[src/rtl/slq_pkg.sv]
package slq_pkg;
  localparam int unsigned INSTR_W  = 32;
  localparam int unsigned IDX_W    = 5;
  localparam int unsigned PRIM_OPC = 31;
  localparam int unsigned EXT_OPC  = 152;
  localparam int unsigned CR_W     = 4;

  typedef struct packed {
    logic             hit;
    logic             rec;
    logic [IDX_W-1:0] src_idx;
    logic [IDX_W-1:0] dst_idx;
    logic [IDX_W-1:0] ctl_idx;
  } dec_t;
endpackage

[src/rtl/slq_decode.sv]
module slq_decode
  import slq_pkg::*;
(
  input  logic [INSTR_W-1:0] instr_i,
  output dec_t               dec_o
);
  logic [5:0] prim;
  logic [9:0] ext;

  // big-endian bit k maps to instr_i[31-k]
  assign prim            = instr_i[31:26];
  assign ext             = instr_i[10:1];
  assign dec_o.hit       = (prim == 6'(PRIM_OPC)) && (ext == 10'(EXT_OPC));
  assign dec_o.rec       = instr_i[0];
  assign dec_o.src_idx   = instr_i[25:21];
  assign dec_o.dst_idx   = instr_i[20:16];
  assign dec_o.ctl_idx   = instr_i[15:11];
endmodule

[src/rtl/slq_rotl.sv]
module slq_rotl #(
  parameter int unsigned W    = 32,
  localparam int unsigned SH_W = $clog2(W)
) (
  input  logic [W-1:0]    data_i,
  input  logic [SH_W-1:0] amt_i,
  output logic [W-1:0]    data_o
);
  logic [W-1:0] stg [SH_W+1];

  assign stg[0] = data_i;

  for (genvar s = 0; s < SH_W; s++) begin : g_stage
    localparam int unsigned SH = 1 << s;
    assign stg[s+1] = amt_i[s] ? {stg[s][W-SH-1:0], stg[s][W-1:W-SH]} : stg[s];
  end

  assign data_o = stg[SH_W];

  // rotation never creates or loses ones
  always_comb begin
    assert_rot_popcount_R2: assert ($countones(data_o) == $countones(data_i));
  end
endmodule

[src/rtl/slq_mask.sv]
module slq_mask #(
  parameter int unsigned W    = 32,
  localparam int unsigned SH_W = $clog2(W)
) (
  input  logic [SH_W-1:0] amt_i,
  input  logic            kill_i,
  output logic [W-1:0]    mask_o
);
  for (genvar i = 0; i < W; i++) begin : g_bit
    assign mask_o[i] = !kill_i && (int'(amt_i) <= i);
  end

  always_comb begin
    if (!kill_i)
      assert_mask_low_zero_R3: assert ($countones(mask_o) == W - int'(amt_i));
  end
endmodule

[src/rtl/slq_unit.sv]
module slq_unit
  import slq_pkg::*;
#(
  parameter int unsigned DATA_W = 32,
  localparam int unsigned SH_W  = $clog2(DATA_W)
) (
  input  logic                clk_i,
  input  logic                rst_ni,
  input  logic                valid_i,
  input  logic [INSTR_W-1:0]  instr_i,
  input  logic [DATA_W-1:0]   rs_val_i,
  input  logic [DATA_W-1:0]   rb_val_i,
  input  logic                sum_ovf_i,
  output logic [IDX_W-1:0]    rs_idx_o,
  output logic [IDX_W-1:0]    rb_idx_o,
  output logic                ra_we_o,
  output logic [IDX_W-1:0]    ra_idx_o,
  output logic [DATA_W-1:0]   ra_data_o,
  output logic [DATA_W-1:0]   mq_o,
  output logic                cr0_we_o,
  output logic [CR_W-1:0]     cr0_o
);
  dec_t              dec;
  logic              fire;
  logic [SH_W-1:0]   amt;
  logic              kill;
  logic [DATA_W-1:0] rot;
  logic [DATA_W-1:0] mask;
  logic [DATA_W-1:0] res;
  logic [CR_W-1:0]   cr_nxt;
  logic              unused_rb_hi;

  slq_decode u_dec (.instr_i(instr_i), .dec_o(dec));

  assign rs_idx_o     = dec.src_idx;
  assign rb_idx_o     = dec.ctl_idx;
  assign fire         = valid_i && dec.hit;
  assign amt          = rb_val_i[SH_W-1:0];
  assign kill         = rb_val_i[SH_W];
  assign unused_rb_hi = ^rb_val_i[DATA_W-1:SH_W+1];

  slq_rotl #(.W(DATA_W)) u_rot (.data_i(rs_val_i), .amt_i(amt), .data_o(rot));
  slq_mask #(.W(DATA_W)) u_msk (.amt_i(amt), .kill_i(kill), .mask_o(mask));

  assign res = rot & mask;

  always_comb begin
    cr_nxt[3] = res[DATA_W-1];
    cr_nxt[2] = !res[DATA_W-1] && (res != '0);
    cr_nxt[1] = (res == '0);
    cr_nxt[0] = sum_ovf_i;
  end

  always_ff @(posedge clk_i or negedge rst_ni) begin
    if (!rst_ni) begin
      ra_we_o   <= 1'b0;
      ra_idx_o  <= '0;
      ra_data_o <= '0;
      mq_o      <= '0;
      cr0_we_o  <= 1'b0;
      cr0_o     <= '0;
    end else begin
      ra_we_o  <= fire;
      cr0_we_o <= fire && dec.rec;
      if (fire) begin
        ra_idx_o  <= dec.dst_idx;
        ra_data_o <= res;
        mq_o      <= rot;
        if (dec.rec) cr0_o <= cr_nxt;
      end
    end
  end

  assert_we_source_R1: assert property (@(posedge clk_i) disable iff (!rst_ni)
    ra_we_o |-> $past(valid_i && instr_i[31:26] == 6'd31 && instr_i[10:1] == 10'd152));
  assert_mq_hold_R1: assert property (@(posedge clk_i) disable iff (!rst_ni)
    !ra_we_o |-> $stable(mq_o));
  assert_kill_zero_R4: assert property (@(posedge clk_i) disable iff (!rst_ni)
    (fire && rb_val_i[SH_W]) |=> (ra_we_o && ra_data_o == '0));
  assert_pulse_R5: assert property (@(posedge clk_i) disable iff (!rst_ni)
    ra_we_o && !$past(valid_i) |-> 1'b0);
  assert_cr0_onehot_R6: assert property (@(posedge clk_i) disable iff (!rst_ni)
    cr0_we_o |-> ($countones(cr0_o[3:1]) == 1 && cr0_o[1] == (ra_data_o == '0)));
  assert_cr0_sign_R6: assert property (@(posedge clk_i) disable iff (!rst_ni)
    cr0_we_o |-> (cr0_o[3] == ra_data_o[DATA_W-1]));
  assert_cr0_hold_R7: assert property (@(posedge clk_i) disable iff (!rst_ni)
    !cr0_we_o |-> $stable(cr0_o));
  assert_cr0_needs_ra_R7: assert property (@(posedge clk_i) disable iff (!rst_ni)
    cr0_we_o |-> ra_we_o);
endmodule

[config.mk]
export PLATFORM = sky130hd
export DESIGN_NAME = slq_unit
export DESIGN_NICKNAME = d
export VERILOG_FILES = /design/src/rtl/slq_pkg.sv /design/src/rtl/slq_decode.sv /design/src/rtl/slq_rotl.sv /design/src/rtl/slq_mask.sv /design/src/rtl/slq_unit.sv
export SDC_FILE = /design/constraint.sdc
export NUM_CORES = 1
export LEC_CHECK = 0
export ABC_AREA = 1
export CORE_AREA = 2 2 117 119
export CTS_CLUSTER_SIZE = 24
export DETAILED_ROUTE_END_ITERATION = 8
export DIE_AREA = 0 0 119 121
export DONT_BUFFER_PORTS = 1
export PLACE_DENSITY_LB_ADDON = 0.05
export SKIP_CTS_REPAIR_TIMING = 1
export SYNTH_ARGS = -nofsm -noshare
export SYNTH_HDL_FRONTEND = slang
export SYNTH_SLANG_ARGS = --single-unit
[constraint.sdc]
create_clock -name clk_i -period 1.85 [get_ports clk_i]
set_clock_uncertainty 0.15 [all_clocks]
set_input_delay 0.37 -clock clk_i [delete_from_list [all_inputs] [get_ports clk_i]]
set_output_delay 0.37 -clock clk_i [all_outputs]
set_load 0.01 [all_outputs]
== Word level (Yosys, flattened, before mapping) ==
Index checks and enable logic that the tools add are counted.

* Magnitude comparators: 31
* Eq/ne operators: 2
* Mux-type cells: 5
* Bitwise logic cells: 1
* Reduce and logical (&&, ||, !) cells: 40

{| class="wikitable"
|+ Operators with widths
! cell !! count
|-
| $mux 32 || 5
|-
| $le 5x5->1 const B || 15
|-
| $le 5x4->1 const B || 8
|-
| $logic_and 1x1->1 || 35
|-
| $and 32x32->32 || 1
|-
| $logic_not 32->1 || 1
|-
| $reduce_bool 32->1 || 1
|-
| $le 5x3->1 const B || 4
|-
| $eq 10x8->1 const B || 1
|-
| $le 5x1->1 const B || 2
|-
| $le 5x2->1 const B || 2
|-
| $eq 6x5->1 const B || 1
|-
| $logic_not 1->1 || 2
|-
| $reduce_and 2->1 || 1
|}

* Register bits after elaboration: 75
* Input bits: 100
* Output and inout bits: 85
* Logic and storage cells: 85

== Longest topological paths before layout ==
Gate-level depths: netlist (run 1).

* Depth after elaboration: 8
* Depth in mapped cells: 17
* Gate-level depth less buffers: 15

== By module ==
A second synthesis (run 1) with hierarchy kept.

* Cell total of the unflattened synthesis: 850
* Area, all modules: 5736.8 µm²

{| class="wikitable"
|+ By module, submodules not included
! module !! times used !! cells an instance !! area each (µm²) !! sequential area each (µm²)
|-
| slq_unit || 1 || 338 || 2957.8 || 1876.8
|-
| slq_rotl || 1 || 392 || 2217.1 || 0.0
|-
| slq_mask || 1 || 81 || 355.3 || 0.0
|-
| slq_decode || 1 || 39 || 206.4 || 0.0
|}

== Least setup slack after synthesis (run 1) ==
Ideal clock, no wire load.

* Path type: input -> register
* From: in instr_i[30]
* To: reg cr0_o[2]
* Library setup time: 0.113 ns
* Arrival time: 1.711 ns
* Data required time: 1.587 ns
* Path slack: -0.124 ns
* Stages: 12
* Buffers on the path: 1
* Cells stage by stage: inv_1 nor4_1 inv_1 nor2_2 inv_2 clkbuf_1 o21ai_1 nand2_1 nor2_1 nand3_1 nand2_1 inv_1

* Word-level cells in the longest chain between the ends: 4

{| class="wikitable"
|+ RTL lines
! item !! RTL line !! source
|-
| start: declaration || slq_unit.sv:10 || <nowiki>input logic [INSTR_W-1:0] instr_i,</nowiki>
|-
| $eq 6x5->1 || slq_decode.sv:13 || <nowiki>assign dec_o.hit = (prim == 6'(PRIM_OPC)) && (ext == 10'(EXT_OPC));</nowiki>
|-
| $logic_and 1x1->1 || slq_decode.sv:13 ||
|-
| $logic_and 1x1->1 || slq_unit.sv:37 || <nowiki>assign fire = valid_i && dec.hit;</nowiki>
|-
| $reduce_and 2->1 (no source line) || n/a ||
|-
| end signal: assignment || slq_unit.sv:69 || <nowiki>if (dec.rec) cr0_o <= cr_nxt;</nowiki>
|-
| end: declaration || slq_unit.sv:21 || <nowiki>output logic [CR_W-1:0] cr0_o</nowiki>
|}

No other way between the ends.
A chain may end at the register's enable or synchronous reset.

== Worst setup path in the final report (run 1) ==
* From: in rb_val_i[1]
* To: reg cr0_o[2]

* Word-level cells in the longest chain between the ends: 7
* Elaborated cells on any way between the ends: 70
* Those cells by class: 31 x order compare; 4 x mux; 1 x bitwise; 34 x reduce/logical

{| class="wikitable"
|+ RTL lines
! item !! RTL line !! source
|-
| start: declaration || slq_unit.sv:12 || <nowiki>input logic [DATA_W-1:0] rb_val_i,</nowiki>
|-
| parallel branches: the longest is 4 deep, another holds $le 5x1->1 || n/a ||
|-
| $and 32x32->32 (*) || slq_unit.sv:45 || <nowiki>assign res = rot & mask;</nowiki>
|-
| $reduce_bool 32->1 or $logic_not 1->1 (tied branches) || slq_unit.sv:49 || <nowiki>cr_nxt[2] = !res[DATA_W-1] && (res != '0);</nowiki>
|-
| $logic_and 1x1->1 (*) || slq_unit.sv:49 ||
|}

Mark *: on every way between the ends.

==> impl_metrics.yaml, run 1 <==
routing:
  viasPerCell: 5.651
  antenna_left: 0
  drc: 0
  wl_per_cell_um: 18.92
  dr.first_iter.drc_count: 445
  dr.pass1.iters: 5
  via_count: 5860
  drt-total-wl_um: 19620
sta:
  rsz0062_at_grt: "true"
  tns_ps: 0
  period_minus_slack_ps: 1819
  tightest_slew_ps: 384.0
  slew_viol_final: 0
  fmax_mhz: 549.7
  final-hold-violation-count: 76
  timing.hold.ws_ps: -432.2
  max_slew_margin_pct: 74.13
  period_share_pct: 98.33
  setup_violations: 0
placement:
  placed_cell_area_sq_um: 5798
  port_buffers: 0
  placed_cells: 1014
  post-dp-hpwl_um: 14420
  gp_congestion: 0.9351
clock_tree:
  cts_root_buf: "clkbuf_16"
  clk_pin_slew_worst_paths_ps: 60
  clock_path_buffers: 2
  cts_tree: "built"
  ctsHtreeMaxLevel: 3
  clock_latency_ps: 340
  clock-sinks: 75
  cts_buffers: 9
critical_path:
  critPathSlowestCell: "clkbuf_16"
  endpoint_kind: "flop"
  max_stage_delay_ps: 200
  worstSetupPathType: "in2reg"
  crit_path_start: "rb_val_i[1]"
  critPathLaunchType: "input port"
  r2r_slack_ps: 950
  path_cells: "clkinvlp_4 > clkbuf_16 > nand3_2 > nand3_1 > nand3_1 > nand3_1 > nand2_2 > nand2_2 > nand2_1 > nor2_1 > nand2_1 > nor2_2 > nand3_2 > nand2_1 > inv_1"
  r2r-start: "cr0_o[2]$_DFFE_PN0P_"
  worstRegToRegCells: 4
  critPathMaxFanout: 40
  worst-path-stages: 15
  r2r_end: "cr0_o[2]$_DFFE_PN0P_"
  worstPathRequired_ps: 1940
  path_buf_inv: 3
  crit_arrival_ps: 1910
  cp_top_family: "simple AND/OR/NAND/NOR gates"
global_routing:
  grt_max_degree: 76
  grtUsageTotal_pct: 27.20
  grt_pass1_vias: 5659
  grt_pass1_wl_um: 30710
  grt_overflow: 0
  grt_antenna_before_repair: 0
yosys:
  netlist_area_sq_um: 5147
  synth.yosys.seq_area_share_pct: 36.46
  synth_top_area_share_pct: 36.46
  synth_area_per_cell_sq_um: 6.324
  synth_nets: 914
  synth-warning-count: 0
  synth_cell_types: 23
  netlist_instances: 814
  ys_top_cells_by_area: "dfrtp_1, nand3_1, nand2_1"
  yosys.area.top_type: "dfrtp_1"
  synth_seq_cells: 75
status:
  violations: "negative hold slack"
  status: "complete, but fails checks"
min_path:
  min-delay-path-class: "in2async"
finish:
  finalNetCount: 956
  fin_cells: 1037
  n_antenna_cell: 0
  area_growth_pct: 36.63
  fin_area_sq_um: 7033
  drive_gt1_share_pct: 32.52
run:
  drv_cap: 0
floorplanning:
  ios: 185
  die_y_um: 121
  rows: 42
  fp.dieW_um: 119
  die-area_sq_um: 14400
  initial_core_util_pct: 39.34
  core_sq_um: 13090
power_and_ir_drop:
  seqPwrFrac_pct: 34.7
  clockPowerShare_pct: 40.4
  switching_share_pct: 29.29
  internal-power_w: 0.003350
  power.density_nw_per_um2: 673.6
  ir_worst_vdd_uv: 633.8
  p_comb_share_pct: 24.9
  p_switching_w: 0.001388
  p_total_w: 0.004737
  p_leak_nw: 3.512
cells in the final DEF, fill, tap and decap left out, drive strengths merged, types with 3 or more instances in the layout:
cell,instances
a21oi,6
buf,90
clkbuf,12
clkinv,3
dfrtp,75
inv,24
nand2,298
nand3,256
nand4,6
nor2,36
o21ai,41
layout make-up:
class,instances,area [sq um]
timing repair buffer,93,805.8
clock inverter,6,87.58
tap,176,220.2
fill,1311,6052
clock buffer,10,239.0
inverter,24,98.84
multi-input combinational,653,3705
sequential,75,1877
Yosys cell counts:
cell type	n
o21ai_1	1
o21a_1	2
a31oi_1	2
or2_2	1
clkbuf_1	26
buf_4	12
nor2_2	1
a21oi_1	6
buf_1	7
dfrtp_1	75
inv_1	21
nor4_1	1
clkinv_1	1
o31ai_1	2
buf_2	17
nor2_1	35
nand3_1	256
o21bai_1	1
a31o_2	1
nand2_1	298
inv_2	2
o21ai_0	40
nand4_1	6
cells by family after synthesis:
group / count (synthesis) / share of synthesized area (%)
and+or+nand+nor: 598 / 50.27
buffers and inverters: 86 / 7.560
DFF: 75 / 36.46
AOI/OAI and AO/OA: 55 / 5.712
worst max path at each step:
stage,end,slack (ps)
3_5_place_dp,cr0_o[2]$_DFFE_PN0P_,-370
2_1_floorplan,cr0_o[2]$_DFFE_PN0P_,-40
3_3_place_gp,cr0_o[2]$_DFFE_PN0P_,-380
5_1_grt,cr0_o[2]$_DFFE_PN0P_,-110
6_report,cr0_o[2]$_DFFE_PN0P_,30
4_1_cts,cr0_o[2]$_DFFE_PN0P_,-8
stage by stage:
stage | util [%] | setup WS (ps)
final | 53.75 | 30.82
after global routing | 53.75 | -105.7
after floorplan | - | -44.42
after CTS | 46.81 | -7.583
after global placement | 44.31 | -378.5
after detailed placement | 44.31 | -371.0
power groups by stage:
stage          Combinational, W  Sequential (W)  Clock [W]
2_1_floorplan          0.000612         0.00167          0
3_5_place_dp           0.000927         0.00167          0
5_1_grt                 0.00129         0.00164    0.00200
4_1_cts                0.000932         0.00164    0.00196
6_report                0.00118         0.00164    0.00191
3_3_place_gp           0.000927         0.00167          0
per-layer routing:
| layer | vias to the layer above | GRT usage [%] | wire [um] |
|---|---|---|---|
| met5 | - | 0 | 0 |
| met3 | 59 | 5.686 | 1219 |
| li1 | 2795 | - | - |
| met2 | 216 | 45.94 | 9590 |
| met1 | 2790 | 34.72 | 8203 |
| met4 | 0 | 9.003 | 610 |
flip-flops by register name (all words and copies together) (netlist names):
| register | flops |
|---|---|
| mq_o | 32 |
| ra_data_o | 32 |
| ra_idx_o | 5 |
| cr0_o | 4 |
| cr0_we_o | 1 |
| ra_we_o | 1 |
(Power assumes the default switching activity.)
==> run 2, diff against run 1 <==
--- a/config.mk
+++ b/config.mk
@@ -6,11 +6,12 @@
 export NUM_CORES = 1
 export LEC_CHECK = 0
 export ABC_AREA = 1
-export CORE_AREA = 2 2 117 119
+export CORE_AREA = 2 2 179 128
 export CTS_CLUSTER_SIZE = 24
 export DETAILED_ROUTE_END_ITERATION = 8
-export DIE_AREA = 0 0 119 121
+export DIE_AREA = 0 0 181 130
 export DONT_BUFFER_PORTS = 1
+export MAX_ROUTING_LAYER = met4
 export PLACE_DENSITY_LB_ADDON = 0.05
 export SKIP_CTS_REPAIR_TIMING = 1
 export SYNTH_ARGS = -nofsm -noshare
==> impl_metrics.yaml, run 2 (same netlist as run 1, synthesis figures left out) <==
run:
  drv_cap: 0
placement:
  gp_congestion: 0.8534
  placed_cell_area_sq_um: 6173
  post-dp-hpwl_um: 18390
  port_buffers: 0
  place_ws_ps: -491.6
min_path:
  min-delay-path-class: "in2async"
critical_path:
  cp_top_family: "simple AND/OR/NAND/NOR gates"
  path_cells: "clkinvlp_4 > clkbuf_16 > nand3_2 > nand3_2 > nand3_1 > nand3_2 > nand2_2 > nand2_2 > nand2_1 > nor2_2 > nand2_1 > nor2_1 > nand3_1 > nand2_1 > inv_1"
  path_buf_inv: 3
  crit_arrival_ps: 1950
  worstPathRequired_ps: 1940
  worstSetupPathType: "in2reg"
  max_stage_delay_ps: 200
  critPathSlowestCell: "clkbuf_16"
  endpoint_kind: "flop"
  critPathMaxFanout: 40
  critPathLaunchType: "input port"
floorplanning:
  core_sq_um: 22100
  die-area_sq_um: 23530
  initial_core_util_pct: 23.29
  die_y_um: 130
  fp.dieW_um: 181
  rows: 46
  ios: 185
clock_tree:
  cts_tree: "built"
  cts_buffers: 9
  clock_path_buffers: 2
  cts_root_buf: "clkbuf_16"
  clk_pin_slew_worst_paths_ps: 60
  clock_latency_ps: 340
  ctsHtreeMaxLevel: 3
  clock-sinks: 75
sta:
  setup_ws_ps: -18.20
  final-hold-violation-count: 75
  setup_violations: 1
  slew_viol_final: 0
  period_minus_slack_ps: 1868
  period_share_pct: 101.0
  timing.hold.ws_ps: -428.7
  rsz0062_at_grt: "true"
  tightest_slew_ps: 417.8
  fmax_mhz: 535.3
  max_slew_margin_pct: 71.85
global_routing:
  grt_antenna_before_repair: 0
  grt_pass1_wl_um: 35120
  grtUsageTotal_pct: 20.30
  grt_max_degree: 76
  grt_pass1_vias: 5495
  grt_overflow: 0
routing:
  dr.pass1.iters: 5
  drc: 0
  viasPerCell: 5.113
  drt-total-wl_um: 24500
  wl_per_cell_um: 20.53
  via_count: 6100
  antenna_left: 0
  dr.first_iter.drc_count: 474
finish:
  reg_top3: "mq_o x32, ra_data_o x32, ra_idx_o x5"
  final_cell_mix: "nand2_1, nand3_2, buf_4"
  final_common_cell: "nand2_1"
  nFillCells: 2390
  n_antenna_cell: 0
  finalNetCount: 1000
  drive_gt1_share_pct: 40.88
  area_growth_pct: 52.70
  fin_area_sq_um: 7860
power_and_ir_drop:
  power.density_nw_per_um2: 630.9
  seqPwrFrac_pct: 33.1
  ir_worst_vdd_uv: 431.8
  p_comb_share_pct: 28.6
  p_switching_w: 0.001631
  switching_share_pct: 32.89
  internal-power_w: 0.003328
  p_leak_nw: 3.824
  clockPowerShare_pct: 38.3
status:
  status: "complete, but fails checks"
  violations: "negative hold slack, negative setup slack"
run 2: changes by cell type in the layout (fill, tap and decap cells not counted), moves of 3 or more:
cell / delta
buf_4: +35
dlygate4sd3_1: +5
inv_8: +3
nand2_1: -15
nand2_2: +11
nand2_4: +4
nand3_1: -34
nand3_2: +24
nand3_4: +10
nor2_4: +3
o21ai_0: -5
o21ai_1: +5
run 2: per-stage QoR:
| stage | util, % | setup TNS, ps | std cells | hold slack [ps] | total power (W) |
|---|---|---|---|---|---|
| detailed placement | 27.93 | -7373 | 1154 | -72.53 | 0.002721 |
| global route | 35.56 | -249.7 | 1193 | -444.3 | 0.005196 |
| floorplan | - | -44.42 | 814 | -75.59 | 0.002284 |
| CTS | 29.36 | -191.7 | 1170 | -440.7 | 0.004645 |
| finish | 35.56 | -18.20 | 1193 | -428.7 | 0.004959 |
| global placement | 27.93 | -7036 | 1154 | -72.54 | 0.002729 |
run 2: power groups by stage:
stage	Sequential [W]	Combinational (W)	Clock [W]
2_1_floorplan	0.00167	0.000612	0
3_3_place_gp	0.00167	0.00106	0
3_5_place_dp	0.00167	0.00105	0
4_1_cts	0.00164	0.00105	0.00195
5_1_grt	0.00164	0.00153	0.00202
6_report	0.00164	0.00142	0.00190
run 2: cell type report:
class / instances / area, sq um / share of cell area, %
clock buffer: 9 / 225.2 / 2.865
clock inverter: 7 / 90.09 / 1.146
inverter: 24 / 98.84 / 1.258
multi-input combinational: 653 / 4028 / 51.24
sequential: 75 / 1877 / 23.88
tap: 288 / 360.3 / 4.585
timing repair buffer: 137 / 1181 / 15.03
run 2: final timing paths:
path	startpoint	to	slack (ps)	cells past startpoint
max	rb_val_i[1]	cr0_o[2]$_DFFE_PN0P_	-20	15
min	rst_ni	cr0_o[0]$_DFFE_PN0P_	-430	0
max reg2reg	cr0_o[2]$_DFFE_PN0P_	cr0_o[2]$_DFFE_PN0P_	890	4
min reg2reg	ra_data_o[7]$_DFFE_PN0P_	ra_data_o[7]$_DFFE_PN0P_	400	2
max in group asynchronous	rst_ni	mq_o[18]$_DFFE_PN0P_	1830	0
min in group clk_i	instr_i[0]	cr0_we_o$_DFF_PN0_	40	2
run 2: worst register-to-register path, delay by kind of cell, from the launching register on:
family	cells	cell delay [ps]
flip-flops	1	460
buffers and inverters	1	40
AND/OR/NAND/NOR	3	210
run 2: routing by layer:
metal	vias up	global-route usage (%)	part of all wire, %
li1	2884	-	-
met1	2986	29.87	50
met2	207	28.57	43
met3	23	4.689	6.5
met4	0	2.917	0.88
met5	-	-	0
